<file path="src/rtl/mapper_pkg.sv">
package mapper_pkg;
  localparam int CPU_AW     = 16;
  localparam int PRG_BANK_W = 6;
  localparam int CHR_BANK_W = 8;
  localparam int PRG_OFS_W  = 13;
  localparam int CHR_OFS_W  = 11;
  localparam int NREG       = 4;
  localparam int IDX_W      = $clog2(NREG);
  localparam logic [CPU_AW-1:0] REG_BASE = 16'h6000;
  localparam logic [CPU_AW-1:0] RAM_LO   = 16'h6800;
  localparam logic [CPU_AW-1:0] RAM_HI   = 16'h6FFF;
  localparam logic [CPU_AW-1:0] VEC_LO   = 16'hFFC0;

  function automatic logic in_reg_window(input logic [CPU_AW-1:0] a);
    return a[CPU_AW-1:3] == REG_BASE[CPU_AW-1:3];
  endfunction

  function automatic logic in_ram_window(input logic [CPU_AW-1:0] a);
    return (a >= RAM_LO) && (a <= RAM_HI);
  endfunction

  function automatic logic in_vector(input logic [CPU_AW-1:0] a);
    return a >= VEC_LO;
  endfunction
endpackage

</file>
<file path="src/rtl/mapper_regfile.sv">
module mapper_regfile #(
  parameter int W = 8,
  parameter int N = 4,
  parameter logic [W-1:0] RST_VAL = '0,
  localparam int IW = $clog2(N)
) (
  input  logic         clk,
  input  logic         rst_n,
  input  logic         we,
  input  logic [IW-1:0] idx,
  input  logic [W-1:0] din,
  output logic [N*W-1:0] flat
);
  for (genvar i = 0; i < N; i++) begin : g_ent
    logic [W-1:0] q;
    always_ff @(posedge clk) begin
      if (!rst_n)                     q <= RST_VAL;
      else if (we && idx == IW'(i))   q <= din;
    end
    assign flat[i*W +: W] = q;
  end
endmodule

</file>
<file path="src/rtl/mapper_prg_xlat.sv">
module mapper_prg_xlat
  import mapper_pkg::*;
(
  input  logic [CPU_AW-1:0]          cpu_a,
  input  logic [NREG*PRG_BANK_W-1:0] banks,
  output logic [PRG_BANK_W+PRG_OFS_W-1:0] prg_addr
);
  localparam logic [PRG_BANK_W-1:0] LAST_BANK = '1;
  logic [IDX_W-1:0]      win;
  logic [PRG_BANK_W-1:0] bank;
  always_comb begin
    win  = cpu_a[PRG_OFS_W +: IDX_W];
    bank = in_vector(cpu_a) ? LAST_BANK : banks[win*PRG_BANK_W +: PRG_BANK_W];
    prg_addr = {bank, cpu_a[PRG_OFS_W-1:0]};
  end
endmodule

</file>
<file path="src/rtl/mapper_chr_xlat.sv">
module mapper_chr_xlat
  import mapper_pkg::*;
(
  input  logic [CHR_OFS_W+IDX_W-1:0]  ppu_a,
  input  logic [NREG*CHR_BANK_W-1:0]  banks,
  output logic [CHR_BANK_W+CHR_OFS_W-1:0] chr_addr
);
  logic [IDX_W-1:0] win;
  always_comb begin
    win      = ppu_a[CHR_OFS_W +: IDX_W];
    chr_addr = {banks[win*CHR_BANK_W +: CHR_BANK_W], ppu_a[CHR_OFS_W-1:0]};
  end
endmodule

</file>
<file path="src/rtl/mapper_ctrl.sv">
module mapper_ctrl
  import mapper_pkg::*;
(
  input  logic                 clk,
  input  logic                 rst_n,
  input  logic [15:0]          cpu_a,
  input  logic [7:0]           cpu_d,
  input  logic                 cpu_rw,
  input  logic                 m2,
  input  logic                 romsel_n,
  input  logic [12:0]          ppu_a,
  output logic [18:0]          prg_addr,
  output logic [18:0]          chr_addr,
  output logic                 prg_ce_n,
  output logic                 ram_ce_n,
  output logic                 ram_we_n
);
  localparam logic [PRG_BANK_W-1:0] PRG_RST = '1;

  logic m2_q;
  logic m2_fall;
  logic reg_hit;
  logic wr_prg_stb;
  logic wr_chr_stb;
  logic ram_sel;
  logic [NREG*PRG_BANK_W-1:0] prg_flat;
  logic [NREG*CHR_BANK_W-1:0] chr_flat;

  always_ff @(posedge clk) begin
    if (!rst_n) m2_q <= 1'b0;
    else        m2_q <= m2;
  end

  assign m2_fall    = m2_q && !m2;
  assign reg_hit    = in_reg_window(cpu_a) && !cpu_rw && m2_fall;
  assign wr_prg_stb = reg_hit && !cpu_a[2];
  assign wr_chr_stb = reg_hit &&  cpu_a[2];

  mapper_regfile #(.W(PRG_BANK_W), .N(NREG), .RST_VAL(PRG_RST)) u_prg_regs (
    .clk(clk), .rst_n(rst_n), .we(wr_prg_stb), .idx(cpu_a[IDX_W-1:0]),
    .din(cpu_d[PRG_BANK_W-1:0]), .flat(prg_flat));

  mapper_regfile #(.W(CHR_BANK_W), .N(NREG), .RST_VAL('0)) u_chr_regs (
    .clk(clk), .rst_n(rst_n), .we(wr_chr_stb), .idx(cpu_a[IDX_W-1:0]),
    .din(cpu_d[CHR_BANK_W-1:0]), .flat(chr_flat));

  mapper_prg_xlat u_prg_xlat (.cpu_a(cpu_a), .banks(prg_flat), .prg_addr(prg_addr));
  mapper_chr_xlat u_chr_xlat (.ppu_a(ppu_a), .banks(chr_flat), .chr_addr(chr_addr));

  assign ram_sel  = in_ram_window(cpu_a) && m2;
  assign prg_ce_n = romsel_n;
  assign ram_ce_n = !ram_sel;
  assign ram_we_n = !(ram_sel && !cpu_rw);
endmodule

</file>
<file path="config.mk">
export PLATFORM = sky130hd
export DESIGN_NAME = mapper_ctrl
export DESIGN_NICKNAME = d
export VERILOG_FILES = /design/src/rtl/mapper_pkg.sv /design/src/rtl/mapper_regfile.sv /design/src/rtl/mapper_prg_xlat.sv /design/src/rtl/mapper_chr_xlat.sv /design/src/rtl/mapper_ctrl.sv
export SDC_FILE = /design/constraint.sdc
export NUM_CORES = 1
export LEC_CHECK = 0
export ABC_AREA = 0
export CORE_MARGIN = 3
export CORE_UTILIZATION = 53
export CTS_BUF_LIST = sky130_fd_sc_hd__clkbuf_4 sky130_fd_sc_hd__clkbuf_8
export DETAILED_ROUTE_END_ITERATION = 8
export PLACE_DENSITY = 0.88
export SYNTH_ARGS = -nofsm -noshare
export SYNTH_HDL_FRONTEND = slang
export SYNTH_SLANG_ARGS = --single-unit
</file>
<file path="constraint.sdc">
create_clock -name clk -period 4.6 [get_ports clk]
set_clock_uncertainty 0.1 [all_clocks]
set_input_delay 0.69 -clock clk [delete_from_list [all_inputs] [get_ports clk]]
set_output_delay 0.69 -clock clk [all_outputs]
set_load 0.02 [all_outputs]
</file>
==> flow_summary_export.csv, run 1 <==
group,metric,value,unit
synth,syn_area,2816,sq um
die,die_y,78.90,um
sta,timing.final.crit_period,3.557,ns
sta,slew_violations,0,
route,vias_per_cell,5.770,
placement,pre_cts_slack,1.024,ns
synth,synth.top_cell.area_share,40.52,%
sta,hold_violations,0,
route,drt-total-wl,6.672,mm
grt,grt_pass1_vias,2255,
sta,whs,0.3508,ns
sta,min_period_over_period,77.33,%
synth,yosys.area.top_type,"dfxtp_1",
power,p_leak,1.192,nW
critical_path,crit_fanout,8,
clock_network,cts_tree,"done",
synth,synth.avg_cell_area,10.02,sq um
critical_path,path_cells,"clkdlybuf4s50_1, mux4_2, or2_2, clkdlybuf4s50_1",
synth,yosys-top-cells-count,"dfxtp_1, nand2_1, mux2i_1",
worst_hold_path,hold_class,"reg -> reg",
grt,track_usage,22.73,%
synth,syn_nets,323,
final_layout,drive_gt1_share,14.15,%
clock_network,h-tree-depth,3,
grt,overflow,0,
synth,ys_ff_latch,57,
critical_path,start_kind,"input pin",
route,firstDrtPassIters,4,
final_layout,final_nets,348,
die,initial_core_util,57.35,%
synth,yosys_warnings,0,
status,outcome,"finished clean",
route,drcViolationCount,0,
clock_network,postCtsHoldBufs,0,
clock_network,clock_latency,0.33,ns
placement,hpwl,4.594,mm
clock_network,clkTransAtPathRegs,0.06,ns
grt,grt_pass1_wl,10.99,mm
critical_path,critical_path_required,3.81,ns
die,coreArea,4911,sq um
clock_network,cts_num_sinks,57,
route,routedWlPerCell,17.65,um
critical_path,worstSetupPathType,"in -> out",
critical_path,arrival,2.77,ns
synth,netlist_instances,281,
synth,synth_cell_types,27,
sta,worst_pin_slew,1.070,ns
clock_network,cts_root_buffer,"clkbuf_8",
die,io_pins,83,
grt,grt_max_degree,66,
power,ir_drop,0.0002825,V
sta,layout_setup_ws,1.043,ns
job,drv_cap,0,
sta,grt_setup_unrepaired,"no",
clock_network,cts_buffers,9,
die,die-area,6224,sq um
synth,synth-seq-area-share,40.52,%
placement,portBuffers,58,
critical_path,endpoint_kind,"primary output",
die,die_x,78.90,um
critical_path,critPathTopFamily,"buffers and inverters",
sta,max_freq,0.2811,GHz
sta,setup_tns,0,ns
sta,setup_violations,0,
critical_path,crit_path_max_incr_delay,0.70,ns
clock_network,cts_max_path_buffers,2,
clock_network,cts_setup_buffers,0,
die,placementRows,25,
route,ant_nets,0,
power,powerDensity,337.5,nW/um^2
synth,synth-async-reset-ratio,0,%
synth,ys.flop_type,"dfxtp_1",
critical_path,slowest_stage,"clkdlybuf4s50_1",
critical_path,crit_buf_inv,2,
synth,yosysMostFrequentCell,"dfxtp_1",
route,drt_iter0_drc,294,
grt,antenna_found_initial,0,
placement,place_congestion,0.8700,
route,via_count,2181,
sta,relSlewSlack,28.68,%
final_layout,area_growth,22.43,%
synth,synth_area_leaders,"dfxtp_1, mux2i_1, mux4_2, buf_4, nand2_1",
synth,synth-edff-count,0,
final_layout,antenna_cells,0,
critical_path,cp_common_cell,"clkdlybuf4s50_1",
clock_network,cts_resized,0,
==> cell type report <==
cell class	count	area, sq um
tap	67	83.83
clock buffer	11	145.1
multi-input combinational	177	1381
timing repair buffer	60	590.6
inverter	1	3.754
sequential	57	1141
fill	374	1463
clock inverter	5	102.6
==> through the flow <==
step                      total power, mW  utilization, %  instance area (sq um)  instances
after detailed placement           0.5948           65.17                   3201        362
after CTS                           1.169           70.22                   3448        378
final                               1.164           70.22                   3448        378
after global placement             0.5943           65.17                   3201        362
after global routing                1.195           70.22                   3448        378
after floorplan                    0.5714               -                   2816        281
==> where the power goes <==
group | switching (mW) | total (mW) | internal, mW
Combinational | 0.0503 | 0.0910 | 0.0407
Clock | 0.199 | 0.579 | 0.380
Sequential | 0.0000711 | 0.494 | 0.494
Total | 0.249 | 1.16 | 0.914
==> kinds of logic after synthesis <==
group / count (synthesis) / synth area share, %
and+or+nand+nor: 83 / 14.75
buffers and inverters: 47 / 10.44
DFF: 57 / 40.52
muxes: 46 / 22.57
AOI/OAI and AO/OA: 48 / 11.73
==> cell usage in the layout, fill, tap and decap left out <==
cell,n
nand3_1,1
dfxtp_1,57
or4b_1,1
and2_1,1
mux4_2,14
o211ai_1,24
nor3_1,1
clkdlybuf4s50_1,57
o21ai_0,12
or2_1,1
nor2_1,1
nor4_1,2
mux2i_1,32
clkbuf_8,10
nor4b_2,1
clkinvlp_4,1
nor3_4,2
clkbuf_4,1
nand4_1,3
buf_4,2
buf_2,1
inv_1,1
nand2b_1,2
o31ai_1,12
nand2_1,56
and4bb_1,1
clkinv_2,1
nor4b_1,1
bufinv_16,3
nor2b_1,1
or2_2,8
==> routing by layer <==
| metal | global-route usage (%) | share of wire, % | vias up |
|---|---|---|---|
| met5 | 0 | 0 | - |
| met4 | 7.388 | 1.5 | 0 |
| met3 | 6.463 | 7.5 | 12 |
| met2 | 39.05 | 51 | 93 |
| met1 | 27.48 | 40 | 1038 |
| li1 | - | - | 1038 |
==> registers in the layout (all words and copies together) (netlist names) <==
name                flops
u_prg_regs.g_ent.q     24
m2_q                    1
u_chr_regs.g_ent.q     32
==> worst paths after layout <==
path                             from                       end  slack, ns  depth (start not counted)
max reg2reg                      m2_q  u_chr_regs.g_ent[0].q[6]       2.42                          5
min          u_chr_regs.g_ent[3].q[3]  u_chr_regs.g_ent[3].q[3]       0.35                          2
min reg2reg  u_chr_regs.g_ent[3].q[3]  u_chr_regs.g_ent[3].q[3]       0.35                          2
max                         cpu_a[13]              prg_addr[14]       1.04                          4
==> worst register-to-register path: cells and delay by family, from the launching register on <==
kind / cells / cell delay, ns
mux: 1 / 0.20
buf+inv: 1 / 0.25
flops: 1 / 0.30
simple gates: 3 / 1.19
Note: power is estimated with default switching activity, not from simulation.
==> inputs of run 2 (changes only) <==
--- a/config.mk
+++ b/config.mk
@@ -7,10 +7,10 @@
 export LEC_CHECK = 0
 export ABC_AREA = 0
 export CORE_MARGIN = 3
-export CORE_UTILIZATION = 53
+export CORE_UTILIZATION = 49
 export CTS_BUF_LIST = sky130_fd_sc_hd__clkbuf_4 sky130_fd_sc_hd__clkbuf_8
 export DETAILED_ROUTE_END_ITERATION = 8
-export PLACE_DENSITY = 0.88
+export PLACE_DENSITY = 0.82
 export SYNTH_ARGS = -nofsm -noshare
 export SYNTH_HDL_FRONTEND = slang
 export SYNTH_SLANG_ARGS = --single-unit
==> constraint.sdc (replaced) <==
create_clock -name clk -period 3.3 [get_ports clk]
set_clock_uncertainty 0.1 [all_clocks]
set_input_delay 0.495 -clock clk [delete_from_list [all_inputs] [get_ports clk]]
set_output_delay 0.495 -clock clk [all_outputs]
set_load 0.02 [all_outputs]
==> run 2 against run 1 <==
Worst hold slack gained 0.0047 ns. Sequential share of layout area shrank 0.43 points. First-iteration DRC count shrank 41%. Global-route usage shrank 0.74 points. Count of clock-buffer cells in the layout is the same. Power grew 34%. Utilization shrank 4.7 points. Via count grew 4.1%. Largest cell class unchanged.
==> flow_summary_export.csv, run 2 (same netlist as run 1, synthesis figures left out) <==
group,metric,value,unit
status,outcome,"finished clean",
placement,place_congestion,0.9132,
power,total_power,1.561,mW
final_layout,antenna_cells,0,
sta,min_period_over_period,94.78,%
die,die_x,81.82,um
route,routedWlPerCell,17.23,um
route,drt-total-wl,6.701,mm
critical_path,ff2ff_path_depth,5,
final_layout,largest_reg_flops,32,
placement,hpwl,4.732,mm
final_layout,drive_gt1_share,16.30,%
sta,setup_violations,0,
sta,relSlewSlack,45.92,%
die,io_pins,83,
route,via_count,2270,
sta,grt_setup_unrepaired,"no",
route,drcViolationCount,0,
clock_network,cts_root_buffer,"clkbuf_8",
route,top_signal_layer_used,"met4",
route,vias_per_cell,5.835,
sta,worst_pin_slew,0.8112,ns
route,dr_wl_met2,3.152,mm
critical_path,arrival,2.53,ns
worst_hold_path,holdPathStages,2,
clock_network,postCtsHoldBufs,0,
route,wl_met3,603,um
die,placementRows,26,
power,p_leak,1.224,nW
clock_network,cts_buffers,9,
clock_network,cts_max_path_buffers,2,
grt,grt_max_degree,50,
sta,slew_violations,0,
critical_path,crit_fanout,5,
clock_network,clkTransAtPathRegs,0.06,ns
clock_network,cts_tree,"done",
clock_network,cts_num_sinks,57,
critical_path,critical_path_required,2.70,ns
final_layout,area_growth,24.03,%
die,die-area,6694,sq um
final_layout,reg_top3,"u_chr_regs.g_ent.q (32), u_prg_regs.g_ent.q (24), m2_q (1)",
route,ant_nets,0,
route,drt_iter0_drc,172,
critical_path,reg2reg_slack,1.29,ns
final_layout,top_register,"u_chr_regs.g_ent.q",
route,firstDrtPassIters,5,
sta,timing.final.crit_period,3.128,ns
critical_path,worstSetupPathType,"in -> out",
die,die_y,81.82,um
sta,hold_violations,0,
clock_network,h-tree-depth,3,
clock_network,cts_setup_buffers,0,
worst_hold_path,hold_class,"reg -> reg",
critical_path,start_kind,"input pin",
job,drv_cap,0,
route,m1WireLength,2.798,mm
sta,setup_tns,0,ns
final_layout,final_nets,356,
sta,max_freq,0.3197,GHz
placement,portBuffers,58,
grt,grt_pass1_vias,2261,
power,ir_drop,0.0002795,V
clock_network,clock_latency,0.33,ns
power,powerDensity,446.8,nW/um^2
critical_path,endpoint_kind,"primary output",
grt,overflow,0,
die,initial_core_util,52.79,%
grt,track_usage,22.00,%
die,coreArea,5335,sq um
grt,grt_pass1_wl,11.01,mm
clock_network,cts_resized,0,
grt,antenna_found_initial,0,
final_layout,mostFrequentLayoutCells,"clkdlybuf4s50_1, dfxtp_1, nand2_1, mux2i_1, o211ai_1",
==> run 2: critical path, stage by stage <==
cell and delay, ns:
clkdlybuf4s50_1 0.63, mux4_2 0.55, or2_2 0.30, clkdlybuf4s50_1 0.55
==> run 2: metrics by stage <==
step	utilization (%)	instance area, sq um	cells	worst slack, ns	hold slack (ns)
floorplan	-	2816	281	1.177	0.3315
global placement	61.19	3264	373	0.1991	0.3399
detailed placement	61.19	3264	373	0.1580	0.3483
CTS	65.48	3493	389	0.1535	0.3592
global route	65.48	3493	389	0.01816	0.3744
finish	65.48	3493	389	0.1724	0.3555
==> run 2: routing by layer <==
layer / vias to the layer above / GRT usage, %
met2: 109 / 35.46
met1: 1078 / 27.33
li1: 1062 / -
met4: 0 / 8.638
met3: 21 / 7.018
met5: - / 0
==> run 2: path summary, 6_finish.rpt <==
path                       startpoint                  endpoint
max                         cpu_a[13]              prg_addr[13]
min reg2reg  u_chr_regs.g_ent[3].q[1]  u_chr_regs.g_ent[3].q[1]
min          u_chr_regs.g_ent[3].q[1]  u_chr_regs.g_ent[3].q[1]
max reg2reg                      m2_q  u_chr_regs.g_ent[3].q[1]
==> run 2: power breakdown <==
| group | internal, mW | switching, mW |
|---|---|---|
| Sequential | 0.689 | 0.000105 |
| Clock | 0.463 | 0.276 |
| Combinational | 0.0620 | 0.0712 |
==> run 2: cell type report <==
| type | count | area (sq um) |
|---|---|---|
| Clock buffer | 11 | 151.4 |
| Clock inverter | 5 | 77.57 |
| Fill cell | 418 | 1842 |
| Inverter | 1 | 3.754 |
| Multi-Input combinational cell | 177 | 1381 |
| Sequential cell | 57 | 1141 |
| Tap cell | 70 | 87.58 |
| Timing Repair Buffer | 68 | 650.6 |
==> inputs of run 3 (changes only) <==
--- a/config.mk
+++ b/config.mk
@@ -7,10 +7,9 @@
 export LEC_CHECK = 0
 export ABC_AREA = 0
 export CORE_MARGIN = 3
-export CORE_UTILIZATION = 49
+export CORE_UTILIZATION = 31
 export CTS_BUF_LIST = sky130_fd_sc_hd__clkbuf_4 sky130_fd_sc_hd__clkbuf_8
 export DETAILED_ROUTE_END_ITERATION = 8
-export PLACE_DENSITY = 0.82
 export SYNTH_ARGS = -nofsm -noshare
 export SYNTH_HDL_FRONTEND = slang
 export SYNTH_SLANG_ARGS = --single-unit
==> run 3 against run 2 <==
Sequential share of layout area did not move. Critical path depth stayed put. Sequential cell count stayed put. Final area did not move. Largest cell class unchanged. Highest routed layer unchanged.
==> flow_summary_export.csv, run 3 (same netlist as run 1, synthesis figures left out) <==
group,metric,value,unit
status,outcome,"finished clean",
grt,antenna_found_initial,0,
sta,relSlewSlack,60.54,%
power,power.share.clock,41.9,%
route,ant_nets,0,
clock_network,cts_root_buffer,"clkbuf_8",
critical_path,crit_start,"cpu_a[14]",
worst_hold_path,hold_class,"reg -> reg",
die,io_pins,83,
final_layout,antenna_cells,0,
placement,hpwl,4.881,mm
clock_network,postCtsHoldBufs,0,
job,drv_cap,0,
power,p_seq_share,48.7,%
clock_network,cts_max_path_buffers,2,
critical_path,worstSetupPathType,"in -> out",
die,coreArea,8763,sq um
grt,gr-usage-met1,18.40,%
grt,grtUsageMet2,20.77,%
critical_path,start_kind,"input pin",
final_layout,top_register,"u_chr_regs.g_ent.q",
critical_path,crit_fanout,6,
power,comb_power_share,9.3,%
sta,setup_violations,0,
final_layout,reg_top3,"u_chr_regs.g_ent.q (32), u_prg_regs.g_ent.q (24), m2_q (1)",
sta,slew_violations,0,
clock_network,clkTransAtPathRegs,0.06,ns
final_layout,largest_reg_flops,32,
critical_path,arrival,2.53,ns
placement,place_congestion,0.8002,
grt,grt_max_degree,35,
final_layout,drive_gt1_share,16.30,%
grt,grt_pass1_vias,2111,
route,drt-total-wl,6.679,mm
clock_network,clock_latency,0.33,ns
critical_path,critical_path_required,2.70,ns
power,netSwitchingPower,0.3375,mW
grt,grt_pass1_wl,10.90,mm
route,drcViolationCount,0,
sta,hold_violations,0,
sta,setup_tns,0,ns
sta,min_period_over_period,94.59,%
power,p_leak,1.207,nW
die,die_y,101.3,um
placement,portBuffers,58,
final_layout,area_growth,24.03,%
critical_path,reg2reg_from,"m2_q",
critical_path,endpoint_kind,"primary output",
route,vias_per_cell,5.002,
grt,overflow,0,
clock_network,cts_setup_buffers,0,
final_layout,stdcell_count,427,
route,drt_iter0_drc,77,
placement,dp_cells,411,
sta,timing.final.crit_period,3.121,ns
final_layout,final_nets,356,
power,ir_drop,0.0002189,V
sta,whs,0.3562,ns
die,initial_core_util,32.14,%
clock_network,cts_tree,"done",
clock_network,cts_num_sinks,57,
power,p_int,1.076,mW
route,via_count,2136,
die,die_x,101.3,um
clock_network,h-tree-depth,3,
die,placementRows,34,
critical_path,ff2ff_path_depth,4,
final_layout,mostFrequentLayoutCells,"clkdlybuf4s50_1, dfxtp_1, nand2_1, mux2i_1, o211ai_1",
power,p_sw_share,23.88,%
worst_hold_path,holdPathStages,2,
sta,worst_pin_slew,0.5899,ns
power,powerDensity,404.7,nW/um^2
clock_network,cts_resized,0,
grt,track_usage,13.59,%
sta,grt_setup_unrepaired,"no",
worst_hold_path,hp-start,"u_chr_regs.g_ent[1].q[3]",
grt,met3_usage,4.477,%
die,die-area,10260,sq um
sta,max_freq,0.3204,GHz
grt,busiest_layer,"met2",
critical_path,reg2reg_slack,1.26,ns
clock_network,cts_buffers,9,
route,firstDrtPassIters,5,
route,routedWlPerCell,15.64,um
[run 3: cell types whose count changed in the layout (fill, tap and decap cells not counted), sizes merged]
cell,delta
bufinv,-2
clkinvlp,-1
clkinv,+1
clkbuf,+2
[run 3: stage by stage]
stage	power [mW]	utilization, %	cell area (sq um)	setup WS (ns)
after floorplan	0.7965	-	2816	1.177
after global placement	0.8363	37.79	3312	0.2053
after detailed placement	0.8376	37.79	3312	0.1566
after CTS	1.434	39.86	3493	0.1540
after global routing	1.476	39.86	3493	0.05011
final	1.414	39.86	3493	0.1786
[run 3: power by group through the flow]
| stage | Clock [mW] | Sequential (mW) | Combinational (mW) |
|---|---|---|---|
| after global placement | 0 | 0.704 | 0.132 |
| final | 0.593 | 0.689 | 0.132 |
| after floorplan | 0 | 0.704 | 0.0925 |
| after detailed placement | 0 | 0.704 | 0.134 |
| after CTS | 0.611 | 0.689 | 0.134 |
| after global routing | 0.645 | 0.688 | 0.143 |
[run 3: final timing paths]
check                                                end
worst max-delay path                        prg_addr[17]
worst min-delay path            u_chr_regs.g_ent[1].q[3]
worst max register to register  u_chr_regs.g_ent[0].q[3]
worst min register to register  u_chr_regs.g_ent[1].q[3]
[run 3: area by class of cell]
| type | count | area (sq um) |
|---|---|---|
| timing repair buffer | 68 | 650.6 |
| sequential | 57 | 1141 |
| inverter | 1 | 3.754 |
| tap | 108 | 135.1 |
| clock inverter | 3 | 15.01 |
| clock buffer | 13 | 166.4 |
| fill | 868 | 5270 |
| multi-input combinational | 177 | 1381 |
[run 3: worst max-delay path, stage by stage]
cell,delay [ns]
clkdlybuf4s50_1,0.67
mux4_2,0.54
or2_2,0.28
clkdlybuf4s50_1,0.53
[run 3: per-layer routing]
metal	vias to the layer above	routed length [um]
met1	1022	3140
met3	9	354
met5	-	0
met2	47	3134
met4	0	50
li1	1058	-
